<file path="src/rtl/apoll_pkg.sv">
package apoll_pkg;
  typedef enum logic [1:0] {
    ST_IDLE  = 2'd0,
    ST_WCMD  = 2'd1,
    ST_WPOLL = 2'd2
  } ap_state_e;

  localparam logic [7:0] CFG_B0      = 8'h00;
  localparam logic [7:0] CFG_B1      = 8'h86;
  localparam logic [7:0] PAYLOAD_CAP = 8'd252;
  localparam logic [7:0] FRAME_OK    = 8'h01;
endpackage

</file>
<file path="src/rtl/apoll_decode.sv">
module apoll_decode
  import apoll_pkg::*;
#(
  parameter int MAX_PKT = 8
) (
  input  logic [7:0]               pkt_len,
  input  logic [MAX_PKT*8-1:0]     pkt_data,
  output logic                     too_short,
  output logic                     is_cfg,
  output logic                     cfg_len_ok,
  output logic [15:0]              cfg_mask,
  output logic                     fmt_err,
  output logic [7:0]               req_len,
  output logic [(MAX_PKT-2)*8-1:0] req_data
);
  localparam int REQ_BYTES = MAX_PKT - 2;

  logic [7:0] b0, b1, b2, b3;
  assign b0 = pkt_data[7:0];
  assign b1 = pkt_data[15:8];
  assign b2 = pkt_data[23:16];
  assign b3 = pkt_data[31:24];

  assign too_short  = pkt_len < 8'd2;
  assign is_cfg     = (b0 == CFG_B0) && (b1 == CFG_B1);
  assign cfg_len_ok = pkt_len == 8'd4;
  assign cfg_mask   = {b2, b3};
  assign fmt_err    = (pkt_len > 8'(MAX_PKT)) ||
                      (({1'b0, b2} + 9'd3) > {1'b0, pkt_len}) ||
                      (b2 > PAYLOAD_CAP);
  assign req_len    = pkt_len - 8'd2;

  for (genvar j = 0; j < REQ_BYTES; j++) begin : g_req
    if (j == 0) begin : g_hdr
      assign req_data[7:0] = b0;
    end else begin : g_pay
      assign req_data[j*8 +: 8] = pkt_data[(j+2)*8 +: 8];
    end
  end
endmodule

</file>
<file path="src/rtl/apoll_timer.sv">
module apoll_timer #(
  parameter int PERIOD = 30000
) (
  input  logic clk,
  input  logic rst,
  input  logic arm,
  input  logic stop,
  output logic tick
);
  localparam int CW = (PERIOD > 2) ? $clog2(PERIOD) : 1;
  localparam logic [CW-1:0] RELOAD = CW'(PERIOD - 1);

  logic          running;
  logic [CW-1:0] cnt;

  always_ff @(posedge clk) begin
    if (rst) begin
      running <= 1'b0;
      cnt     <= '0;
    end else if (stop) begin
      running <= 1'b0;
    end else if (arm) begin
      running <= 1'b1;
      cnt     <= RELOAD;
    end else if (running) begin
      cnt <= (cnt == '0) ? RELOAD : cnt - 1'b1;
    end
  end

  assign tick = running && (cnt == '0);
endmodule

</file>
<file path="src/rtl/apoll_frame.sv">
module apoll_frame
  import apoll_pkg::*;
#(
  parameter int RSP_MAX = 6
) (
  input  logic                   fail,
  input  logic                   is_poll,
  input  logic [7:0]             rsp_len,
  input  logic [RSP_MAX*8-1:0]   rsp_data,
  output logic [7:0]             frame_len,
  output logic [(RSP_MAX+2)*8-1:0] frame_data
);
  localparam int REPLY_BYTES = RSP_MAX + 2;

  logic [7:0] clamp;
  assign clamp = (rsp_len > 8'(RSP_MAX)) ? 8'(RSP_MAX) : rsp_len;

  assign frame_len = fail          ? 8'd1 :
                     is_poll       ? clamp :
                     (clamp == '0) ? 8'd1 : clamp + 8'd2;

  for (genvar i = 0; i < REPLY_BYTES; i++) begin : g_b
    logic [7:0] raw_poll, raw_cmd;
    if (i < RSP_MAX) begin : g_p
      assign raw_poll = rsp_data[i*8 +: 8];
    end else begin : g_pz
      assign raw_poll = 8'h00;
    end
    if (i >= 2) begin : g_d
      assign raw_cmd = rsp_data[(i-2)*8 +: 8];
    end else if (i == 1) begin : g_l
      assign raw_cmd = clamp;
    end else begin : g_h
      assign raw_cmd = FRAME_OK;
    end
    assign frame_data[i*8 +: 8] = fail          ? 8'h00 :
                                  is_poll       ? raw_poll :
                                  (clamp == '0) ? 8'h00 : raw_cmd;
  end
endmodule

</file>
<file path="src/rtl/apoll_sched.sv">
module apoll_sched
  import apoll_pkg::*;
#(
  parameter int POLL_TICKS = 30000,
  parameter int MAX_PKT    = 8,
  parameter int RSP_MAX    = 6
) (
  input  logic                         clk,
  input  logic                         rst,
  input  logic                         bus_en,
  input  logic                         cmd_valid,
  input  logic                         cmd_poll_off,
  input  logic [7:0]                   cmd_len,
  input  logic [MAX_PKT*8-1:0]         cmd_data,
  input  logic                         irq_ack,
  input  logic                         bus_rsp_valid,
  input  logic [7:0]                   bus_rsp_len,
  input  logic [RSP_MAX*8-1:0]         bus_rsp_data,
  output logic                         busy,
  output logic                         bus_req,
  output logic                         bus_req_poll,
  output logic [7:0]                   bus_req_len,
  output logic [(MAX_PKT-2)*8-1:0]     bus_req_data,
  output logic [15:0]                  poll_mask,
  output logic                         pend_reply,
  output logic                         pend_auto,
  output logic [7:0]                   reply_len,
  output logic [(RSP_MAX+2)*8-1:0]     reply_data
);
  localparam int REQ_BYTES   = MAX_PKT - 2;
  localparam int REPLY_BYTES = RSP_MAX + 2;

  ap_state_e state;

  logic                   too_short, is_cfg, cfg_len_ok, fmt_err;
  logic [15:0]            cfg_mask;
  logic [7:0]             dec_len;
  logic [REQ_BYTES*8-1:0] dec_data;
  logic                   tick;
  logic [7:0]             frm_len;
  logic [REPLY_BYTES*8-1:0] frm_data;

  apoll_decode #(.MAX_PKT(MAX_PKT)) u_dec (
    .pkt_len(cmd_len), .pkt_data(cmd_data), .too_short(too_short),
    .is_cfg(is_cfg), .cfg_len_ok(cfg_len_ok), .cfg_mask(cfg_mask),
    .fmt_err(fmt_err), .req_len(dec_len), .req_data(dec_data)
  );

  // command classification (only in idle, only with the bus enabled)
  logic accept, pkt_bus, do_cfg, do_err, do_cmd, do_off, cfg_change;
  logic tmr_arm, tmr_stop, do_poll, rsp_take, in_idle, wr_reply;

  assign in_idle    = (state == ST_IDLE);
  assign accept     = cmd_valid && in_idle && bus_en;
  assign pkt_bus    = accept && !cmd_poll_off && !too_short;
  assign do_cfg     = pkt_bus && is_cfg && cfg_len_ok;
  assign do_err     = pkt_bus && !is_cfg && fmt_err;
  assign do_cmd     = pkt_bus && !is_cfg && !fmt_err;
  assign do_off     = accept && cmd_poll_off && (cmd_len == 8'd0);
  assign cfg_change = do_cfg && (cfg_mask != poll_mask);
  assign tmr_arm    = cfg_change && (cfg_mask != 16'd0);
  assign tmr_stop   = (cfg_change && (cfg_mask == 16'd0)) || do_off;
  assign do_poll    = tick && in_idle && bus_en && !pend_reply && !accept;
  assign rsp_take   = bus_rsp_valid && !in_idle;
  assign wr_reply   = do_err ||
                      (rsp_take && ((state == ST_WCMD) || (bus_rsp_len != 8'd0)));

  apoll_timer #(.PERIOD(POLL_TICKS)) u_tmr (
    .clk(clk), .rst(rst), .arm(tmr_arm), .stop(tmr_stop), .tick(tick)
  );

  apoll_frame #(.RSP_MAX(RSP_MAX)) u_frm (
    .fail(do_err), .is_poll(state == ST_WPOLL), .rsp_len(bus_rsp_len),
    .rsp_data(bus_rsp_data), .frame_len(frm_len), .frame_data(frm_data)
  );

  always_ff @(posedge clk) begin
    if (rst) begin
      state        <= ST_IDLE;
      bus_req      <= 1'b0;
      bus_req_poll <= 1'b0;
      bus_req_len  <= '0;
      bus_req_data <= '0;
      poll_mask    <= '0;
      pend_reply   <= 1'b0;
      pend_auto    <= 1'b0;
      reply_len    <= '0;
      reply_data   <= '0;
    end else begin
      bus_req      <= do_cmd || do_poll;
      bus_req_poll <= do_poll;
      if (do_cmd) begin
        bus_req_len  <= dec_len;
        bus_req_data <= dec_data;
      end

      if (do_cmd)        state <= ST_WCMD;
      else if (do_poll)  state <= ST_WPOLL;
      else if (rsp_take) state <= ST_IDLE;

      if (cfg_change) poll_mask <= cfg_mask;
      else if (do_off) poll_mask <= '0;

      if (irq_ack) begin
        pend_reply <= 1'b0;
        pend_auto  <= 1'b0;
      end
      if (do_err || (rsp_take && state == ST_WCMD)) pend_reply <= 1'b1;
      if (rsp_take && state == ST_WPOLL && bus_rsp_len != 8'd0) begin
        pend_reply <= 1'b1;
        pend_auto  <= 1'b1;
      end

      if (wr_reply) begin
        reply_len  <= frm_len;
        reply_data <= frm_data;
      end
    end
  end

  assign busy = !in_idle;
endmodule

</file>
<file path="config.mk">
export PLATFORM = sky130hd
export DESIGN_NAME = apoll_sched
export DESIGN_NICKNAME = d
export VERILOG_FILES = /design/src/rtl/apoll_pkg.sv /design/src/rtl/apoll_decode.sv /design/src/rtl/apoll_timer.sv /design/src/rtl/apoll_frame.sv /design/src/rtl/apoll_sched.sv
export SDC_FILE = /design/constraint.sdc
export NUM_CORES = 1
export LEC_CHECK = 0
export ABC_CLOCK_PERIOD_IN_PS = 6600
export BUFFER_PORTS_ARGS = -buffer_cell sky130_fd_sc_hd__buf_2
export CAP_MARGIN = 20
export CORE_ASPECT_RATIO = 0.7
export CORE_MARGIN = 4
export CORE_UTILIZATION = 30
export CTS_BUF_LIST = sky130_fd_sc_hd__clkbuf_4 sky130_fd_sc_hd__clkbuf_8
export DETAILED_ROUTE_END_ITERATION = 6
export PLACE_DENSITY = 0.61
export SYNTH_ARGS = -nofsm -noshare
export SYNTH_HDL_FRONTEND = slang
export SYNTH_HIERARCHICAL = 1
export SYNTH_SLANG_ARGS = --single-unit
</file>
<file path="constraint.sdc">
create_clock -name clk -period 6.6 [get_ports clk]
set_clock_uncertainty 0.1 [all_clocks]
set_input_delay 1.32 -clock clk [delete_from_list [all_inputs] [get_ports clk]]
set_output_delay 1.32 -clock clk [all_outputs]
set_load 0.01 [all_outputs]
</file>
==> out/metrics.cfg, run 1 <==
[synthesis]
syn_avg_cell_area_sq_um = 7.755
synth_compound_area_share_pct = 14.01
syn-instance-count = 1111
synth_top_area_cell = dfxtp_1
synth-edff-count = 0
synth_top_family_by_area = simple AND/OR/NAND/NOR gates
yosysSeqAreaShare_pct = 38.57
syn_area_sq_um = 8616
synth_mux_area_share_pct = 2.091
yosysMostFrequentCell = nand2_1
ys_ff_latch = 166
async_flop_share_pct = 0
synthAdderAreaFrac_pct = 2.033
yosysWarnings = 6
synth-xor-area-share_pct = 3.253
yosys-top-cells-area = dfxtp_1 (39%), nand2_1 (14%), a21oi_1 (8.0%)
synth_top_area_share_pct = 38.57
synth_flop_cell = dfxtp_1
yosys-top-cells-count = nand2_1 (311), dfxtp_1 (166), a21oi_1 (137), buf_4 (72), clkbuf_1 (46)
synth.distinct_cells = 66
synth-simple-area-share_pct = 28.72

[global_routing]
grt_pass1_wl_microns = 41260
grt_use_met1_pct = 23.41
grt_use_total_pct = 16.39
first_global_vias = 7383
grt_antenna_before_repair = 3
grt_max_degree = 102
grtUsageMet2_pct = 24.58
grtUsageMet3_pct = 4.065
grt_remaining_overflow = 0
grt-busiest-layer = met2

[power]
clkPwrFrac_pct = 38.9
p_leak_nw = 4.267
switching_share_pct = 27.68
p_int_mw = 1.463
switching_power_uw = 559.9
ir_drop_mv = 0.1284
power.density_nw_per_um2 = 197.8
fin_total_pwr_mw = 2.023
p_seq_share_pct = 50.4
p_comb_share_pct = 10.7

[worst_setup_path]
reg2reg_depth = 9
cp-start-kind = input port
worst_setup_path_end_kind = register
cp_max_fo = 41
cp.required_ns = 6.89
critical_path_arrival_ns = 5.12
worstSetupPathType = input port to register

[placement]
dp_slack_ns = 1.288
numPortBuffers = 283
dpl.hpwl_microns = 20360
placed_area_sq_um = 9777
finalWeightedCongestion = 0.9148

[timing]
hold_viol = 0
max_freq_mhz = 206.9
tightest_slew_ns = 1.097
setup_viol = 0
hold-worst-slack_ns = 0.3543
tns_ns = 0
period_minus_slack_ns = 4.833
finalWorstSetupSlack_ns = 1.767
drv_slew = 0
fin_crit_sh_pct = 73.22
relSlewSlack_pct = 26.60
rsz0062_at_grt = no

[clocking]
clock_sinks = 166
cts_root_buf = clkbuf_8
cts-resized-gates = 0
clkLatencyLatePin_ns = 0.47
post_cts.repair.setup_buffers = 0
cts.htree.levels = 4
cts.reportedPaths.clkPinSlew_ns = 0.09
holdBufCountCts = 0
clockBufferDepth = 2
numCtsBuffers = 17
cts_tree = yes

[drt]
vias_per_cell = 4.876
post-route-drc-count = 0
finalWirelength_microns = 27340
dr.pass1.iters = 5
drtAntennaViolNets = 0
first_iter_violations = 776
wl_per_cell_microns = 16.33
vias = 8163

[floorplan]
row_count = 51
pin_count = 284
initial_core_util_pct = 30.69
die_height_microns = 149.8
chipWidth_microns = 210.6
dieArea_sq_um = 31540
coreArea_sq_um = 28080

[run]
maxCapViolCount = 0

[hold_path]
hold_class = register to register
whs_path_depth = 2

[final_layout]
drive_gt1_share_pct = 29.18
syn_to_final_growth_pct = 18.72
fillCellCount = 2936
fin_area_sq_um = 10230
nNetsFinal = 1435

[run_status]
status = finished, final reports clean

[worst paths after layout]
kind,startpoint,endpoint,slack [ns]
worst min-delay path,reply_data[47],reply_data[47],0.35
worst max register to register,poll_mask[4],u_tmr/cnt[11],2.84
worst min register to register,reply_data[47],reply_data[47],0.35
worst max-delay path,cmd_data[16],reply_data[58],1.77
[worst max-delay path, stage by stage]
cell      delay [ns]
buf_2           0.17
inv_1           0.08
ha_1            0.25
nor3_1          0.26
xor2_1          0.11
ha_1            0.31
a21o_1          0.13
a221o_1         0.17
nor3_2          0.04
o31ai_1         0.41
nand2b_1        0.16
nor4_4          0.14
buf_4           0.40
or2_2           0.45
buf_4           0.43
nand2_1         0.11
a21oi_1         0.15
[flip-flops by register name, summed over array words and instances (netlist names)]
| name | cells |
|---|---|
| bus_req_poll | 1 |
| bus_req_len | 8 |
| reply_data | 64 |
| u_tmr/running | 1 |
| pend_reply | 1 |
| reply_len | 8 |
| bus_req | 1 |
| pend_auto | 1 |
| poll_mask | 16 |
| u_tmr/cnt | 15 |
| state | 2 |
| bus_req_data | 48 |
[routing by layer]
metal / up-vias / part of all wire [%]
met4: 2 / 1.3
li1: 4028 / -
met2: 283 / 44
met3: 31 / 6.7
met5: - / 0.029
met1: 3819 / 48
[power groups by stage]
| stage | sequential, mW | combinational [mW] | clock (mW) |
|---|---|---|---|
| finish | 1.02 | 0.216 | 0.786 |
| global route | 1.02 | 0.236 | 0.862 |
| CTS | 1.02 | 0.214 | 0.816 |
| detailed placement | 1.04 | 0.213 | 0 |
| global placement | 1.04 | 0.212 | 0 |
| floorplan | 1.05 | 0.140 | 0 |
[final cells by class]
type	count	area, sq um	share of cell area [%]
Antenna cell	4	10.01	0.09786
Clock buffer	18	247.7	2.422
Multi-Input combinational cell	778	4363	42.65
Tap cell	371	464.2	4.538
Inverter	25	93.84	0.9174
Sequential cell	166	3323	32.49
Timing Repair Buffer	298	1555	15.20
Clock inverter	14	171.4	1.676
[cell families (layout without fill, tap and decap cells)]
logic type	count (synthesis)	count (layout)
compound gates	210	210
buf+inv	170	355
other cells	1	8
mux	18	18
simple gates	500	500
flops	166	166
xor+xnor	32	32
fa+ha+maj	14	14
[layout by cell type, fill, tap and decap left out, types with 19 or more instances in the layout]
cell type,Yosys,routed
dfxtp_1,166,166
nand2b_1,21,21
nand2_1,311,311
buf_2,20,282
and3_1,19,19
inv_1,25,25
a21oi_1,137,137
o22ai_1,26,26
xnor2_1,24,24
or3b_2,25,25
[through the flow]
step | cells | util, %
final | 1674 | 36.43
after global routing | 1672 | 36.41
after CTS | 1668 | 36.31
after detailed placement | 1636 | 34.82
after global placement | 1634 | 34.71
after floorplan | 1114 | -
Power figures use the tool's default switching activity.
==> run 2, diff against run 1 <==
--- a/config.mk
+++ b/config.mk
@@ -5,7 +5,7 @@
 export SDC_FILE = /design/constraint.sdc
 export NUM_CORES = 1
 export LEC_CHECK = 0
-export ABC_CLOCK_PERIOD_IN_PS = 6600
+export ABC_CLOCK_PERIOD_IN_PS = 4700
 export BUFFER_PORTS_ARGS = -buffer_cell sky130_fd_sc_hd__buf_2
 export CAP_MARGIN = 20
 export CORE_ASPECT_RATIO = 0.7
==> constraint.sdc (replaced) <==
create_clock -name clk -period 4.7 [get_ports clk]
set_clock_uncertainty 0.1 [all_clocks]
set_input_delay 0.94 -clock clk [delete_from_list [all_inputs] [get_ports clk]]
set_output_delay 0.94 -clock clk [all_outputs]
set_load 0.01 [all_outputs]
==> run 2 against run 1 <==
Net effect: power is 38% higher; combinational power is 44% higher; register-to-register slack worse by 1.2 ns; routed wire length is 0.75% higher; critical path depth stayed put; worst setup slack worse by 1.3 ns; cell count is 0.30% higher; critical path type unchanged; critical endpoint is now reply_data[6]; largest cell class unchanged.
==> out/metrics.cfg, run 2 (synthesis gave the netlist of run 1 again) <==
[final_layout]
syn_to_final_growth_pct = 19.50
final_cell_mix = nand2_1 (311), buf_2 (282), dfxtp_1 (166), a21oi_1 (137), o22ai_1 (26)
reg.largest.list = reply_data: 64 flops, bus_req_data: 48 flops, poll_mask: 16 flops
drive_gt1_share_pct = 29.56
layout.cells.most_common = nand2_1
nNetsFinal = 1442
fin_area_sq_um = 10300
final-instance-count-excl-fill = 1679
fillCellCount = 2921
final_util_pct = 36.67
largest_reg_flops = 64
regMostFlops = reply_data

[floorplan]
die_height_microns = 149.8
dieArea_sq_um = 31540
initial_core_util_pct = 30.69
coreArea_sq_um = 28080
pin_count = 284
row_count = 51
chipWidth_microns = 210.6

[hold_path]
whs_path_depth = 2
hold_class = register to register
hold_start = reply_len[0]
holdPathEnd = reply_len[0]

[drt]
first_iter_violations = 671
vias_per_cell = 4.895
finalWirelength_microns = 27550
dr.pass1.iters = 5
drtAntennaViolNets = 0
post-route-drc-count = 0
wl_per_cell_microns = 16.41
vias = 8219

[worst_setup_path]
cp-start-kind = input port
worst_setup_path_end_kind = register
rr_startpoint = poll_mask[4]
r2r-end = u_tmr/cnt[11]
cp.required_ns = 4.99
rrSetupSlack_ns = 1.63
reg2reg_depth = 9
worstSetupPathType = input port to register
critical_path_arrival_ns = 4.49
worstSetupStartpoint = cmd_data[16]
cp_max_fo = 41

[power]
p_int_mw = 1.998
p_leak_nw = 4.302
p_seq_share_pct = 51.4
p_comb_share_pct = 11.2
ir_drop_mv = 0.1659
power.density_nw_per_um2 = 271.0
clkPwrFrac_pct = 37.5
switching_power_uw = 791.5
fin_total_pwr_mw = 2.790
switching_share_pct = 28.37

[timing]
drv_slew = 0
tns_ns = 0
rsz0062_at_grt = no
finalWorstSetupSlack_ns = 0.4954
max_freq_mhz = 237.8
period_minus_slack_ns = 4.205
relSlewSlack_pct = 33.87
tightest_slew_ns = 0.9896
hold_viol = 0
fin_crit_sh_pct = 89.46
hold-worst-slack_ns = 0.3520
setup_viol = 0

[placement]
dp_slack_ns = 0.02933
dpl.hpwl_microns = 20390
finalWeightedCongestion = 0.9221
placed_area_sq_um = 9888
numPortBuffers = 283
dp_cells = 1643

[run]
maxCapViolCount = 0

[clocking]
cts.htree.levels = 4
numCtsBuffers = 17
clockBufferDepth = 2
cts.reportedPaths.clkPinSlew_ns = 0.10
post_cts.repair.setup_buffers = 0
holdBufCountCts = 0
clkLatencyLatePin_ns = 0.47
cts_root_buf = clkbuf_8
clock_sinks = 166
cts-resized-gates = 0
cts_tree = yes

[global_routing]
grt_pass1_wl_microns = 41970
grt_max_degree = 86
first_global_vias = 7613
grt_use_total_pct = 16.64
grt_remaining_overflow = 0
grt_antenna_before_repair = 6

[run_status]
status = finished, final reports clean

-- run 2: cell count changes in the layout (fill, tap and decap cells not counted) --
cell | previous run | this run
inv_6 | 2 | 3
clkinv_2 | 1 | 2
bufinv_16 | 2 | 1
clkbuf_4 | 0 | 1
buf_6 | 1 | 0
buf_4 | 13 | 17
buf_8 | 1 | 0
clkbuf_8 | 18 | 17
diode_2 | 4 | 2
buf_12 | 1 | 6
clkinv_4 | 4 | 3
-- run 2: worst max path at each step --
| stage | cells past startpoint | end |
|---|---|---|
| 2_1_floorplan | 18 | reply_len[2] |
| 4_1_cts | 18 | reply_len[1] |
| 3_3_place_gp | 18 | reply_len[1] |
| 3_5_place_dp | 18 | reply_len[1] |
| 6_report | 17 | reply_data[6] |
| 5_1_grt | 17 | reply_data[2] |
-- run 2: area by class of cell --
type / instances / area (sq um) / share of cell area (%)
multi-input cells: 778 / 4363 / 42.37
inverters: 25 / 93.84 / 0.9114
clock buffers: 18 / 241.5 / 2.345
repair buffers: 305 / 1659 / 16.11
flip-flops and latches: 166 / 3323 / 32.28
diodes: 2 / 5.005 / 0.04861
clock inverters: 14 / 146.4 / 1.422
well taps: 371 / 464.2 / 4.508
-- run 2: power by group through the flow --
stage / logic, mW / clock network (mW) / registers, mW
after floorplan: 0.196 / 0 / 1.47
after global placement: 0.304 / 0 / 1.47
after detailed placement: 0.307 / 0 / 1.47
after CTS: 0.308 / 1.09 / 1.43
after global routing: 0.342 / 1.14 / 1.44
final: 0.312 / 1.05 / 1.43
-- run 2: layer usage --
metal	global-route usage, %	vias to the layer above	part of all wire (%)
met2	25.55	272	44
li1	-	4038	-
met4	5.896	8	2.0
met3	4.673	40	7.9
met1	22.48	3861	46
met5	0	-	0.16
-- run 2: critical path, cell delays in order --
cell and delay [ns]:
buf_2 0.09, inv_1 0.05, ha_1 0.21, nor3_1 0.28, xor2_1 0.17, ha_1 0.26, a21o_1 0.18, a221o_1 0.36
nor3_2 0.10, o31ai_1 0.14, nand2b_1 0.15, nor4_4 0.05, buf_12 0.14, nor2_4 0.76, buf_4 0.38, nand2_1 0.08
a21oi_1 0.15
==> run 3, diff against run 2 <==
--- a/config.mk
+++ b/config.mk
@@ -13,8 +13,8 @@
 export CORE_UTILIZATION = 30
 export CTS_BUF_LIST = sky130_fd_sc_hd__clkbuf_4 sky130_fd_sc_hd__clkbuf_8
 export DETAILED_ROUTE_END_ITERATION = 6
-export PLACE_DENSITY = 0.61
+export PLACE_DENSITY = 0.62
+export REMOVE_ABC_BUFFERS = 1
 export SYNTH_ARGS = -nofsm -noshare
 export SYNTH_HDL_FRONTEND = slang
-export SYNTH_HIERARCHICAL = 1
 export SYNTH_SLANG_ARGS = --single-unit
==> run 3 against run 2 <==
Net effect: maximum frequency is 18% higher; sequential power about the same; power shrank 4.4%.
==> out/metrics.cfg, run 3 <==
[clocking]
clkLatencyLatePin_ns = 0.46
post_cts.repair.setup_buffers = 0
cts_root_buf = clkbuf_8
holdBufCountCts = 0
cts.reportedPaths.clkPinSlew_ns = 0.09
clockBufferDepth = 2
cts_tree = yes
clock_sinks = 166
cts.htree.levels = 4
cts-resized-gates = 0
numCtsBuffers = 17

[hold_path]
holdPathEnd = reply_len[7]
hold_class = register to register
hold_start = reply_len[7]
whs_path_depth = 2

[final_layout]
fillCellCount = 2476
largest_reg_flops = 64
seq_area_sq_um = 3323
fin_area_sq_um = 9528
layout.cells.most_common = buf_2
final_cell_mix = buf_2 (283), dfxtp_1 (166), nor2_1 (111), nand2_1 (93), nand3_1 (87)
final-instance-count-excl-fill = 1450
drive_gt1_share_pct = 30.42
regMostFlops = reply_data
syn_to_final_growth_pct = 28.07
nNetsFinal = 1266
reg.largest.list = reply_data: 64 flops, bus_req_data: 48 flops, poll_mask: 16 flops
multi_input_area_sq_um = 3780

[synthesis]
yosys-top-cells-count = dfxtp_1 (166), nor2_1 (111), nand2_1 (93), nand3_1 (87), a21oi_1 (63)
synth-edff-count = 0
syn-instance-count = 871
yosysWarnings = 0
syn_avg_cell_area_sq_um = 8.541
synth.distinct_cells = 62
synth_flop_cell = dfxtp_1
ys_ff_latch = 166
yosysMostFrequentCell = dfxtp_1
syn_area_sq_um = 7440
yosysSeqAreaShare_pct = 44.67
yosys-top-cells-area = dfxtp_1 (45%), mux2i_1 (6.9%), nand3_1 (5.9%)
synth_top_area_share_pct = 44.67
async_flop_share_pct = 0
synth_top_area_cell = dfxtp_1

[timing]
hold-worst-slack_ns = 0.3346
tns_ns = 0
setup_viol = 0
hold_viol = 0
max_freq_mhz = 280.6
relSlewSlack_pct = 39.99
drv_slew = 0
tightest_slew_ns = 0.9002
rsz0062_at_grt = no
fin_crit_sh_pct = 75.83
period_minus_slack_ns = 3.564

[drt]
wirelength_met1_microns = 11470
dr.pass1.iters = 6
vias_per_cell = 5.029
post-route-drc-count = 0
routed-wl-met2_microns = 11400
finalWirelength_microns = 24620
wl_per_cell_microns = 16.98
top_layer = met4
first_iter_violations = 486
drtAntennaViolNets = 0
vias = 7292
routed-wl-met3_microns = 1175

[worst_setup_path]
rrSetupSlack_ns = 2.09
worstSetupPathType = input port to register
cp-start-kind = input port
cp.required_ns = 4.96
rr_startpoint = state[1]
worst_setup_path_end_kind = register
reg2reg_depth = 6
r2r-end = u_tmr.cnt[4]
cp_max_fo = 71
critical_path_arrival_ns = 3.82

[run]
maxCapViolCount = 0

[global_routing]
grt_remaining_overflow = 0
grt_max_degree = 72
first_global_vias = 7026
grt_pass1_wl_microns = 39140
grt_antenna_before_repair = 1
grt_use_total_pct = 17.51

[floorplan]
dieArea_sq_um = 27420
chipWidth_microns = 196.2
coreArea_sq_um = 23990
initial_core_util_pct = 31.01
row_count = 47
pin_count = 284
die_height_microns = 139.8

[placement]
dpl.hpwl_microns = 18050
placed_area_sq_um = 9126
dp_cells = 1417
finalWeightedCongestion = 0.8338
numPortBuffers = 283

[power]
p_leak_nw = 3.950
ir_drop_mv = 0.1741
power.density_nw_per_um2 = 280.0
fin_total_pwr_mw = 2.668

[run_status]
status = finished, final reports clean

run 3: cell count changes after synthesis, moves of 33 or more:
cell	before	now
a21oi_1	137	63
nor2_1	20	111
buf_4	72	3
nand3_1	11	87
nand2_1	311	93
a311oi_1	1	36
mux2i_1	18	51
run 3: how the worst max path moves through the flow:
stage | cells after the start | endpoint | start | slack (ns)
final | 13 | reply_data[31] | cmd_data[16] | 1.14
after global placement | 13 | reply_data[37] | cmd_data[16] | 0.82
after global routing | 13 | reply_data[31] | cmd_data[16] | 0.95
after CTS | 13 | reply_data[31] | cmd_data[16] | 1.19
after floorplan | 11 | bus_req_len[5] | cmd_data[16] | -1.41
after detailed placement | 13 | reply_data[31] | cmd_data[16] | 0.73
run 3: report_power, final:
group	internal, mW	switching [mW]
logic	0.0790	0.108
clock network	0.485	0.588
registers	1.41	0.00127
total	1.97	0.697
run 3: worst max-delay path, cell delays in order:
cell and delay (ns):
buf_2 0.17, inv_1 0.10, ha_1 0.26, nor2_1 0.15, xnor2_1 0.15, ha_1 0.28, a21o_1 0.16, a21oi_1 0.19
o2111ai_1 0.22, a21oi_1 0.42, o21bai_4 0.08, buf_4 0.32, a311oi_1 0.32
run 3: cell families after synthesis:
kind of cell	share of synthesized area (%)
simple gates	24.30
mux	7.013
flops	44.67
buf+inv	5.062
compound gates	13.94
fa+ha+maj	2.186
xor+xnor	2.826
run 3: layer usage:
metal / global-route usage (%) / vias to the layer above
li1: - / 3589
met4: 6.059 / 0
met3: 4.011 / 39
met1: 23.95 / 3478
met2: 27.27 / 186
met5: 0 / -
run 3: metrics by stage:
stage	utilization (%)	setup WS, ns
final	39.71	1.136
after global routing	39.71	0.9488
after CTS	39.70	1.195
after detailed placement	38.04	0.7266
after global placement	37.95	0.8164
after floorplan	-	-1.406
run 3: cell type report:
class	count	area share (%)
Multi-Input combinational cell	614	39.67
Sequential cell	166	34.88
Timing Repair Buffer	296	16.15
Tap cell	318	4.176
Clock buffer	17	2.456
Clock inverter	15	1.733
Inverter	23	0.9061
Antenna cell	1	0.02626
